**src/rtl/anc_match_pkg.sv**
```systemverilog
package anc_match_pkg;
  localparam int WORD_W = 10;
  localparam logic [WORD_W-1:0] FLAG_LO = 10'h000;
  localparam logic [WORD_W-1:0] FLAG_HI = 10'h3FF;

  typedef logic [WORD_W-1:0] word_t;

  typedef enum logic [2:0] {
    HS_IDLE,
    HS_FLAG1,
    HS_FLAG2,
    HS_DID,
    HS_SDID
  } hdr_state_t;
endpackage

```
**src/rtl/anc_id_table.sv**
```systemverilog
module anc_id_table
  import anc_match_pkg::*;
#(
  parameter int N  = 4,
  parameter int AW = 2
) (
  input  logic          clk_i,
  input  logic          we_i,
  input  logic [AW-1:0] waddr_i,
  input  word_t         wdata_i,
  output word_t         tab_o [N]
);
  word_t tab_q [N];

  // no reset: contents survive rst_ni
  always_ff @(posedge clk_i) begin
    if (we_i && (int'(waddr_i) < N)) tab_q[waddr_i] <= wdata_i;
  end

  assign tab_o = tab_q;
endmodule

```
**src/rtl/anc_hdr_fsm.sv**
```systemverilog
module anc_hdr_fsm
  import anc_match_pkg::*;
(
  input  logic       clk_i,
  input  logic       rst_ni,
  input  logic       valid_i,
  input  word_t      word_i,
  input  logic       did_hit_i,
  output hdr_state_t state_o,
  output logic       did_slot_o,
  output logic       sdid_slot_o
);
  hdr_state_t state_q, state_d;

  always_comb begin
    state_d = state_q;
    if (valid_i) begin
      unique case (state_q)
        HS_IDLE:  state_d = (word_i == FLAG_LO) ? HS_FLAG1 : HS_IDLE;
        HS_FLAG1: state_d = (word_i == FLAG_HI) ? HS_FLAG2 :
                            (word_i == FLAG_LO) ? HS_FLAG1 : HS_IDLE;
        HS_FLAG2: state_d = (word_i == FLAG_HI) ? HS_DID :
                            (word_i == FLAG_LO) ? HS_FLAG1 : HS_IDLE;
        HS_DID:   state_d = did_hit_i ? HS_SDID : HS_IDLE;
        HS_SDID:  state_d = HS_IDLE;
        default:  state_d = HS_IDLE;
      endcase
    end
  end

  always_ff @(posedge clk_i or negedge rst_ni) begin
    if (!rst_ni) state_q <= HS_IDLE;
    else         state_q <= state_d;
  end

  assign state_o     = state_q;
  assign did_slot_o  = valid_i && (state_q == HS_DID);
  assign sdid_slot_o = valid_i && (state_q == HS_SDID);
endmodule

```
**src/rtl/anc_pair_match.sv**
```systemverilog
module anc_pair_match
  import anc_match_pkg::*;
#(
  parameter int N  = 4,
  parameter int IW = 2
) (
  input  logic          clk_i,
  input  logic          rst_ni,
  input  word_t         word_i,
  input  logic          did_slot_i,
  input  logic          sdid_slot_i,
  input  word_t         did_tab_i  [N],
  input  word_t         sdid_tab_i [N],
  output logic          any_hit_o,
  output logic          match_o,
  output logic [IW-1:0] idx_o
);
  logic [N-1:0]  hit;
  logic [IW-1:0] sel, sel_q;
  logic          match_q;
  logic [IW-1:0] idx_q;

  for (genvar g = 0; g < N; g++) begin : g_cmp
    assign hit[g] = (word_i == did_tab_i[g]);
  end

  assign any_hit_o = |hit;

  // lowest index wins
  always_comb begin
    sel = '0;
    for (int i = N - 1; i >= 0; i--) begin
      if (hit[i]) sel = IW'(i);
    end
  end

  always_ff @(posedge clk_i or negedge rst_ni) begin
    if (!rst_ni) begin
      sel_q   <= '0;
      match_q <= 1'b0;
      idx_q   <= '0;
    end else begin
      if (did_slot_i) sel_q <= sel;
      if (sdid_slot_i && (word_i == sdid_tab_i[sel_q])) begin
        match_q <= 1'b1;
        idx_q   <= sel_q;
      end else begin
        match_q <= 1'b0;
        idx_q   <= '0;
      end
    end
  end

  assign match_o = match_q;
  assign idx_o   = idx_q;
endmodule

```
**src/rtl/anc_delay_line.sv**
```systemverilog
module anc_delay_line #(
  parameter int W     = 1,
  parameter int DEPTH = 1
) (
  input  logic         clk_i,
  input  logic         rst_ni,
  input  logic [W-1:0] d_i,
  output logic [W-1:0] q_o
);
  if (DEPTH == 0) begin : g_wire
    assign q_o = d_i;
  end else begin : g_sr
    logic [W-1:0] sr_q [DEPTH];
    always_ff @(posedge clk_i or negedge rst_ni) begin
      if (!rst_ni) begin
        for (int k = 0; k < DEPTH; k++) sr_q[k] <= '0;
      end else begin
        sr_q[0] <= d_i;
        for (int k = 1; k < DEPTH; k++) sr_q[k] <= sr_q[k-1];
      end
    end
    assign q_o = sr_q[DEPTH-1];
  end
endmodule

```
**src/rtl/anc_id_matcher.sv**
```systemverilog
module anc_id_matcher
  import anc_match_pkg::*;
#(
  parameter int N_ENTRIES = 4,
  parameter int LAT       = 4,
  localparam int AW = (N_ENTRIES > 1) ? $clog2(N_ENTRIES) : 1,
  localparam int IW = AW
) (
  input  logic          clk_i,
  input  logic          rst_ni,
  input  logic          valid_i,
  input  logic [9:0]    word_i,
  input  logic          did_we_i,
  input  logic [AW-1:0] did_waddr_i,
  input  logic [9:0]    did_wdata_i,
  input  logic          sdid_we_i,
  input  logic [AW-1:0] sdid_waddr_i,
  input  logic [9:0]    sdid_wdata_i,
  output logic          valid_o,
  output logic [9:0]    word_o,
  output logic          match_o,
  output logic [IW-1:0] idx_o
);
  localparam int RES_DEPTH = (LAT > 1) ? LAT - 1 : 0;

  word_t      did_tab  [N_ENTRIES];
  word_t      sdid_tab [N_ENTRIES];
  hdr_state_t hdr_state;
  logic       did_slot, sdid_slot, any_hit;
  logic       match_s;
  logic [IW-1:0] idx_s;

  anc_id_table #(.N(N_ENTRIES), .AW(AW)) u_did_tab (
    .clk_i(clk_i), .we_i(did_we_i), .waddr_i(did_waddr_i),
    .wdata_i(did_wdata_i), .tab_o(did_tab)
  );

  anc_id_table #(.N(N_ENTRIES), .AW(AW)) u_sdid_tab (
    .clk_i(clk_i), .we_i(sdid_we_i), .waddr_i(sdid_waddr_i),
    .wdata_i(sdid_wdata_i), .tab_o(sdid_tab)
  );

  anc_hdr_fsm u_fsm (
    .clk_i(clk_i), .rst_ni(rst_ni), .valid_i(valid_i), .word_i(word_i),
    .did_hit_i(any_hit), .state_o(hdr_state),
    .did_slot_o(did_slot), .sdid_slot_o(sdid_slot)
  );

  anc_pair_match #(.N(N_ENTRIES), .IW(IW)) u_match (
    .clk_i(clk_i), .rst_ni(rst_ni), .word_i(word_i),
    .did_slot_i(did_slot), .sdid_slot_i(sdid_slot),
    .did_tab_i(did_tab), .sdid_tab_i(sdid_tab),
    .any_hit_o(any_hit), .match_o(match_s), .idx_o(idx_s)
  );

  anc_delay_line #(.W(1 + WORD_W), .DEPTH(LAT)) u_stream_dly (
    .clk_i(clk_i), .rst_ni(rst_ni),
    .d_i({valid_i, word_i}), .q_o({valid_o, word_o})
  );

  // match stage already holds one register
  anc_delay_line #(.W(1 + IW), .DEPTH(RES_DEPTH)) u_res_dly (
    .clk_i(clk_i), .rst_ni(rst_ni),
    .d_i({match_s, idx_s}), .q_o({match_o, idx_o})
  );
endmodule

```
**config.mk**
```make
export PLATFORM = sky130hd
export DESIGN_NAME = anc_id_matcher
export DESIGN_NICKNAME = d
export VERILOG_FILES = /design/src/rtl/anc_match_pkg.sv /design/src/rtl/anc_id_table.sv /design/src/rtl/anc_hdr_fsm.sv /design/src/rtl/anc_pair_match.sv /design/src/rtl/anc_delay_line.sv /design/src/rtl/anc_id_matcher.sv
export SDC_FILE = /design/constraint.sdc
export NUM_CORES = 1
export LEC_CHECK = 0
export ABC_AREA = 1
export BUFFER_PORTS_ARGS = -buffer_cell sky130_fd_sc_hd__buf_4
export CORE_MARGIN = 3
export CORE_UTILIZATION = 35
export DETAILED_ROUTE_END_ITERATION = 6
export RECOVER_POWER = 50
export SETUP_SLACK_MARGIN = 0.3
export SYNTH_ARGS = -nofsm -noshare
export SYNTH_HDL_FRONTEND = slang
export SYNTH_SLANG_ARGS = --single-unit
```
**constraint.sdc**
```tcl
create_clock -name clk_i -period 2.2 [get_ports clk_i]
set_input_delay 0.22 -clock clk_i [delete_from_list [all_inputs] [get_ports clk_i]]
set_output_delay 0.22 -clock clk_i [all_outputs]
set_load 0.02 [all_outputs]
```
After elaboration in Yosys (flattened, before gate mapping)
Cells that the tools add are included.

$lt $le $gt $ge: 5. Eq/ne operators: 10. Multiplexer cells: 20. Bitwise gates (word level): 3. Reductions and logical operators: 8.

Operators by type and width (number): $bwmux 40 (2); $eq 10x10->1 (5); $demux 10 s2 (2); $mux 10 (4); $bmux 10 s2 (1); $pmux 3 s4 (1); $eq 10x10->1 const B (1); $logic_not 10->1 (1); $mux 2 (5); $ge 3x3->1 const B (3); $mux 3 (3); $not 2->3 (3); $eq 3x2->1 const B (2); $lt 3x1->1 const B (2); $logic_and 1x1->1 (5); $reduce_or 4->1 (1); $eq 3x1->1 const B (1); $eq 3x3->1 const B (1); $logic_not 3->1 (1); $mux 1 (2).

Flip-flop bits (word level): 141. Bits of input ports: 39. Output and inout port bits: 14. Logic and storage cells: 65.

Depth between registers and ports, before layout
Word-level depth: 7. Gate-level depth with buffers: 12. Depth with buffers taken out: 11.

Cells and area by module
A second synthesis with hierarchy kept.

Cell total of the unflattened synthesis: 446. Area total of the unflattened synthesis: 5440.2 um^2.

Modules (own cells, without submodules): anc_id_table (times used 2, cells each 48, area an instance 1231.2 um^2, sequential area each 1201.2 um^2); anc_pair_match (times used 1, cells each 244, area an instance 1297.5 um^2, sequential area each 125.1 um^2); anc_delay_line at u_stream_dly (times used 1, cells each 55, area an instance 1183.6 um^2, sequential area each 1101.1 um^2); anc_hdr_fsm (times used 1, cells each 39, area an instance 249.0 um^2, sequential area each 75.1 um^2); anc_delay_line at u_res_dly (times used 1, cells each 12, area an instance 247.7 um^2, sequential area each 225.2 um^2).

Least setup slack after synthesis
Ideal clock, no wire load.

Path kind: input-to-reg. Start point: input port did_waddr_i[0]. End point: register u_did_tab.tab_q (netlist bit u_did_tab.tab_o[0]), enable pin. Setup time: 0.390 ns. Arrival: 1.032 ns. Data required time: 1.810 ns. Setup slack: 0.778 ns. Cell stages on the path: 2. Path buffers: 0. Cells stage by stage: inv_1 nor3_1.

RTL lines: start: declaration (RTL line anc_id_matcher.sv:14) `input logic [AW-1:0] did_waddr_i,`; end: declaration (RTL line anc_id_table.sv:13) `word_t tab_q [N];`.

Final worst setup path
Start point: input port word_i[6]. End point: register u_match.sel_q[1].

Longest elaborated chain between the ends: 5. Elaborated cells on any way between the ends: 8. Those cells by class: eq/ne: 4; mux: 4.

RTL lines: start: declaration (RTL line anc_id_matcher.sv:12) `input logic [9:0] word_i,`; $eq 10x10->1 (RTL line anc_pair_match.sv:24) `assign hit[g] = (word_i == did_tab_i[g]);`; $mux 2 (3 in series) (RTL line anc_pair_match.sv:33) `if (hit[i]) sel = IW'(i);`; $mux 2 (*) (RTL line anc_pair_match.sv:33); end signal: assignment (RTL line anc_pair_match.sv:43) `if (did_slot_i) sel_q <= sel;`; end: declaration (RTL line anc_pair_match.sv:19) `logic [IW-1:0] sel, sel_q;`.

Every way passes the cells marked *; elsewhere a longest branch is shown, timed or not. A chain may end at the register's enable or synchronous reset.

==> impl_metrics.sql <==
INSERT INTO impl_metrics (metric_group, metric, value, unit) VALUES
('status', 'status', 'complete, no violations', ''),
('timing', 'post-route-min-period', '1.69', 'ns'),
('global_routing', 'first_pass_grt_wire_length', '15800', 'um'),
('routing', 'avgRoutedWirePerCell', '13.8', 'um'),
('yosys', 'postSynth.topFlopCell', 'sky130_fd_sc_hd__edfxtp_1', ''),
('die', 'design.die.area', '16900', 'sq um'),
('timing', 'final-hold-violation-count', '0', ''),
('setup_path', 'path_max_fanout', '8', ''),
('run', 'max_cap_viol_count', '0', ''),
('yosys', 'synthesis.area', '5400', 'sq um'),
('yosys', 'postSynth.asyncResetShare', '0.433', ''),
('power', 'power.density', '906', 'nW/um^2'),
('timing', 'slew_violations', '0', ''),
('power', 'power.share.sequential', '0.498', ''),
('routing', 'routed_wl', '9880', 'um'),
('die', 'design.core.area', '14800', 'sq um'),
('finish', 'mostFrequentLayoutCells', '126 x sky130_fd_sc_hd__nand2_1, 80 x sky130_fd_sc_hd__edfxtp_1, 60 x sky130_fd_sc_hd__dfrtp_1', ''),
('setup_path', 'critical_path_class', 'primary input to flop', ''),
('yosys', 'synth-edff-count', '80', ''),
('die', 'fp-row-count', '44', ''),
('clock_network', 'clock_root_buffer_master', 'sky130_fd_sc_hd__clkbuf_16', ''),
('clock_network', 'cts_buffers', '17', ''),
('clock_network', 'path_clk_slew', '0.05', 'ns'),
('finish', 'final_common_cell', 'sky130_fd_sc_hd__nand2_1', ''),
('power', 'vdd.ir_drop.worst', '0.000528', 'V'),
('yosys', 'synth_largest_area_cell', 'sky130_fd_sc_hd__edfxtp_1', ''),
('clock_network', 'post_cts.repair.setup_buffers', '0', ''),
('die', 'pin_count', '53', ''),
('die', 'initial_core_util', '0.364', ''),
('setup_path', 'worst_path_max_delay_cell', 'sky130_fd_sc_hd__dlygate4sd3_1', ''),
('timing', 'max_clock_freq', '0.592', 'GHz'),
('finish', 'drive_gt1_frac', '0.132', ''),
('timing', 'fin_crit_share', '0.768', ''),
('hold_path', 'holdCritPathClass', 'primary input to flop', ''),
('power', 'switching_share', '0.207', ''),
('setup_path', 'cp_data_required_time', '2.50', 'ns'),
('finish', 'final_area', '6560', 'sq um'),
('routing', 'drt_drc_violations_left', '0', ''),
('die', 'die_w', '130', 'um'),
('clock_network', 'h_tree_levels', '4', ''),
('yosys', 'synth_nets', '484', ''),
('global_routing', 'globalRouteOverflowTotal', '0', ''),
('timing', 'skew', '0.00663', 'ns'),
('timing', 'slew_headroom', '0.517', ''),
('setup_path', 'critical_path.n_buffers_inverters', '3', ''),
('setup_path', 'cp_common_cell', 'sky130_fd_sc_hd__nand2_1', ''),
('yosys', 'yosysSeqAreaShare', '0.728', ''),
('finish', 'syn_to_final_growth', '21.6', '%'),
('routing', 'ant_nets', '0', ''),
('power', 'leakage', '2.77', 'nW'),
('yosys', 'synth_cell_types', '18', ''),
('finish', 'diodes', '0', ''),
('placement', 'port_buffers', '52', ''),
('setup_path', 'critical_path.startpoint_type', 'primary input', ''),
('clock_network', 'maximum_clock_path_buffer_count', '2', ''),
('routing', 'drtPass1Iterations', '6', ''),
('routing', 'via_count', '3187', ''),
('global_routing', 'global_route.usage.total', '0.126', ''),
('setup_path', 'path_cells', 'dlygate4sd3_1 > clkbuf_1 > inv_1 > or2_2 > nand3_1 > nor2_1 > nand2_1 > nand2_1 > nand4_1 > nand2_1', ''),
('placement', 'routabilityCongestion', '0.871', ''),
('setup_path', 'largest_delay_contributor_family_on_the_critical_path', 'buffers and inverters', ''),
('placement', 'place.detailed.hpwl', '6920', 'um'),
('yosys', 'synth_area_per_cell', '12.1', 'sq um'),
('timing', 'finalWorstSetupSlack', '0.510', 'ns'),
('clock_network', 'cts_tree', 'done', ''),
('yosys', 'synthTopCellsByArea', 'sky130_fd_sc_hd__edfxtp_1 45%, sky130_fd_sc_hd__dfrtp_1 28%, sky130_fd_sc_hd__nand2_1 8.8%', ''),
('finish', 'final_core_util', '0.443', ''),
('clock_network', 'cts.sink_count', '141', ''),
('timing', 'worst_pin_slew', '0.725', 'ns'),
('timing', 'finalSetupViolCount', '0', ''),
('yosys', 'synthDominantCellAreaShare', '0.445', '');
through the flow:
step / hold WS [ns] / std cells
6_report: 0.104 / 715
3_3_place_gp: 0.315 / 664
5_1_grt: 0.102 / 715
2_1_floorplan: -0.0756 / 445
4_1_cts: 0.000136 / 714
3_5_place_dp: 0.324 / 664
cells by family (layout without fill, tap and decap cells):
kind of cell           count (synthesis)  after routing  share of synthesized area
AND/OR/NAND/NOR                      214            214                      0.167
flip-flops                           141            141                      0.728
buffers and inverters                 58            144                     0.0552
XOR/XNOR                              29             29                     0.0471
AO/OA/AOI/OAI                          3              3                    0.00278
path summary, 6_finish.rpt:
check | start | endpoint | slack, ns | cells after the start
setup / recovery | word_i[6] | u_match.sel_q[1] | 0.51 | 10
hold / removal | sdid_wdata_i[6] | u_sdid_tab.tab_o[16] | 0.10 | 1
setup reg to reg | u_match.sel_q[1] | u_match.idx_o[1] | 0.59 | 10
hold reg to reg | u_stream_dly.g_sr.sr_q[35] | u_stream_dly.g_sr.sr_q[24] | 0.34 | 0
max in group asynchronous | rst_ni | u_match.sel_q[1] | 1.29 | 2
min in group asynchronous | rst_ni | u_res_dly.q_o[2] | 0.41 | 2
sequential cells by signal, indices dropped and copies added, names as in the netlist:
name	flops
u_match.idx_o	2
u_res_dly.q_o	3
u_stream_dly.g_sr.sr_q	33
u_match.match_o	1
u_sdid_tab.tab_o	40
u_fsm.state_o	3
u_stream_dly.q_o	11
u_did_tab.tab_o	40
u_res_dly.g_sr.sr_q	6
u_match.sel_q	2
cell usage after synthesis (3+ instances only):
library cell / count
sky130_fd_sc_hd__xnor2_1: 16
sky130_fd_sc_hd__nor4_1: 4
sky130_fd_sc_hd__xor2_1: 13
sky130_fd_sc_hd__buf_4: 14
sky130_fd_sc_hd__edfxtp_1: 80
sky130_fd_sc_hd__nand3_1: 41
sky130_fd_sc_hd__inv_1: 31
sky130_fd_sc_hd__nand4_1: 3
sky130_fd_sc_hd__nor3_1: 9
sky130_fd_sc_hd__nor2_1: 24
sky130_fd_sc_hd__or2_2: 7
sky130_fd_sc_hd__buf_2: 10
sky130_fd_sc_hd__dfrtp_1: 61
sky130_fd_sc_hd__nand2_1: 126
final cells by class:
class                           count  area, sq um  share of cell area
Clock buffer                       24          524              0.0799
Clock inverter                      8         52.6             0.00801
Inverter                           32          124              0.0189
Multi-Input combinational cell    246         1170               0.178
Sequential cell                   141         3930               0.599
Tap cell                          184          230              0.0351
Timing Repair Buffer               80          532              0.0810
timing repair:
item,4_1_cts,5_1_grt
hold endpoints to repair,120,1
setup endpoints to repair,0,3
hold buffers,18,1
gates resized for setup,0,2
metal layers:
layer | routed length [um] | vias to the layer above | global-route usage | share of wire
li1 | - | 1591 | - | -
met1 | 4160 | 1484 | 0.147 | 0.42
met2 | 4880 | 88 | 0.205 | 0.49
met3 | 539 | 24 | 0.0385 | 0.055
met4 | 304 | 0 | 0.0740 | 0.031
met5 | 0 | - | 0 | 0
power by group through the flow:
stage                     logic (mW)  registers [mW]  clock network [mW]
after CTS                      0.358            2.96                2.72
final                          0.327            2.96                2.66
after floorplan                0.183            3.00                   0
after global placement         0.324            3.01                   0
after global routing           0.369            2.97                2.84
after detailed placement       0.331            3.01                   0
(Power assumes the default switching activity.)
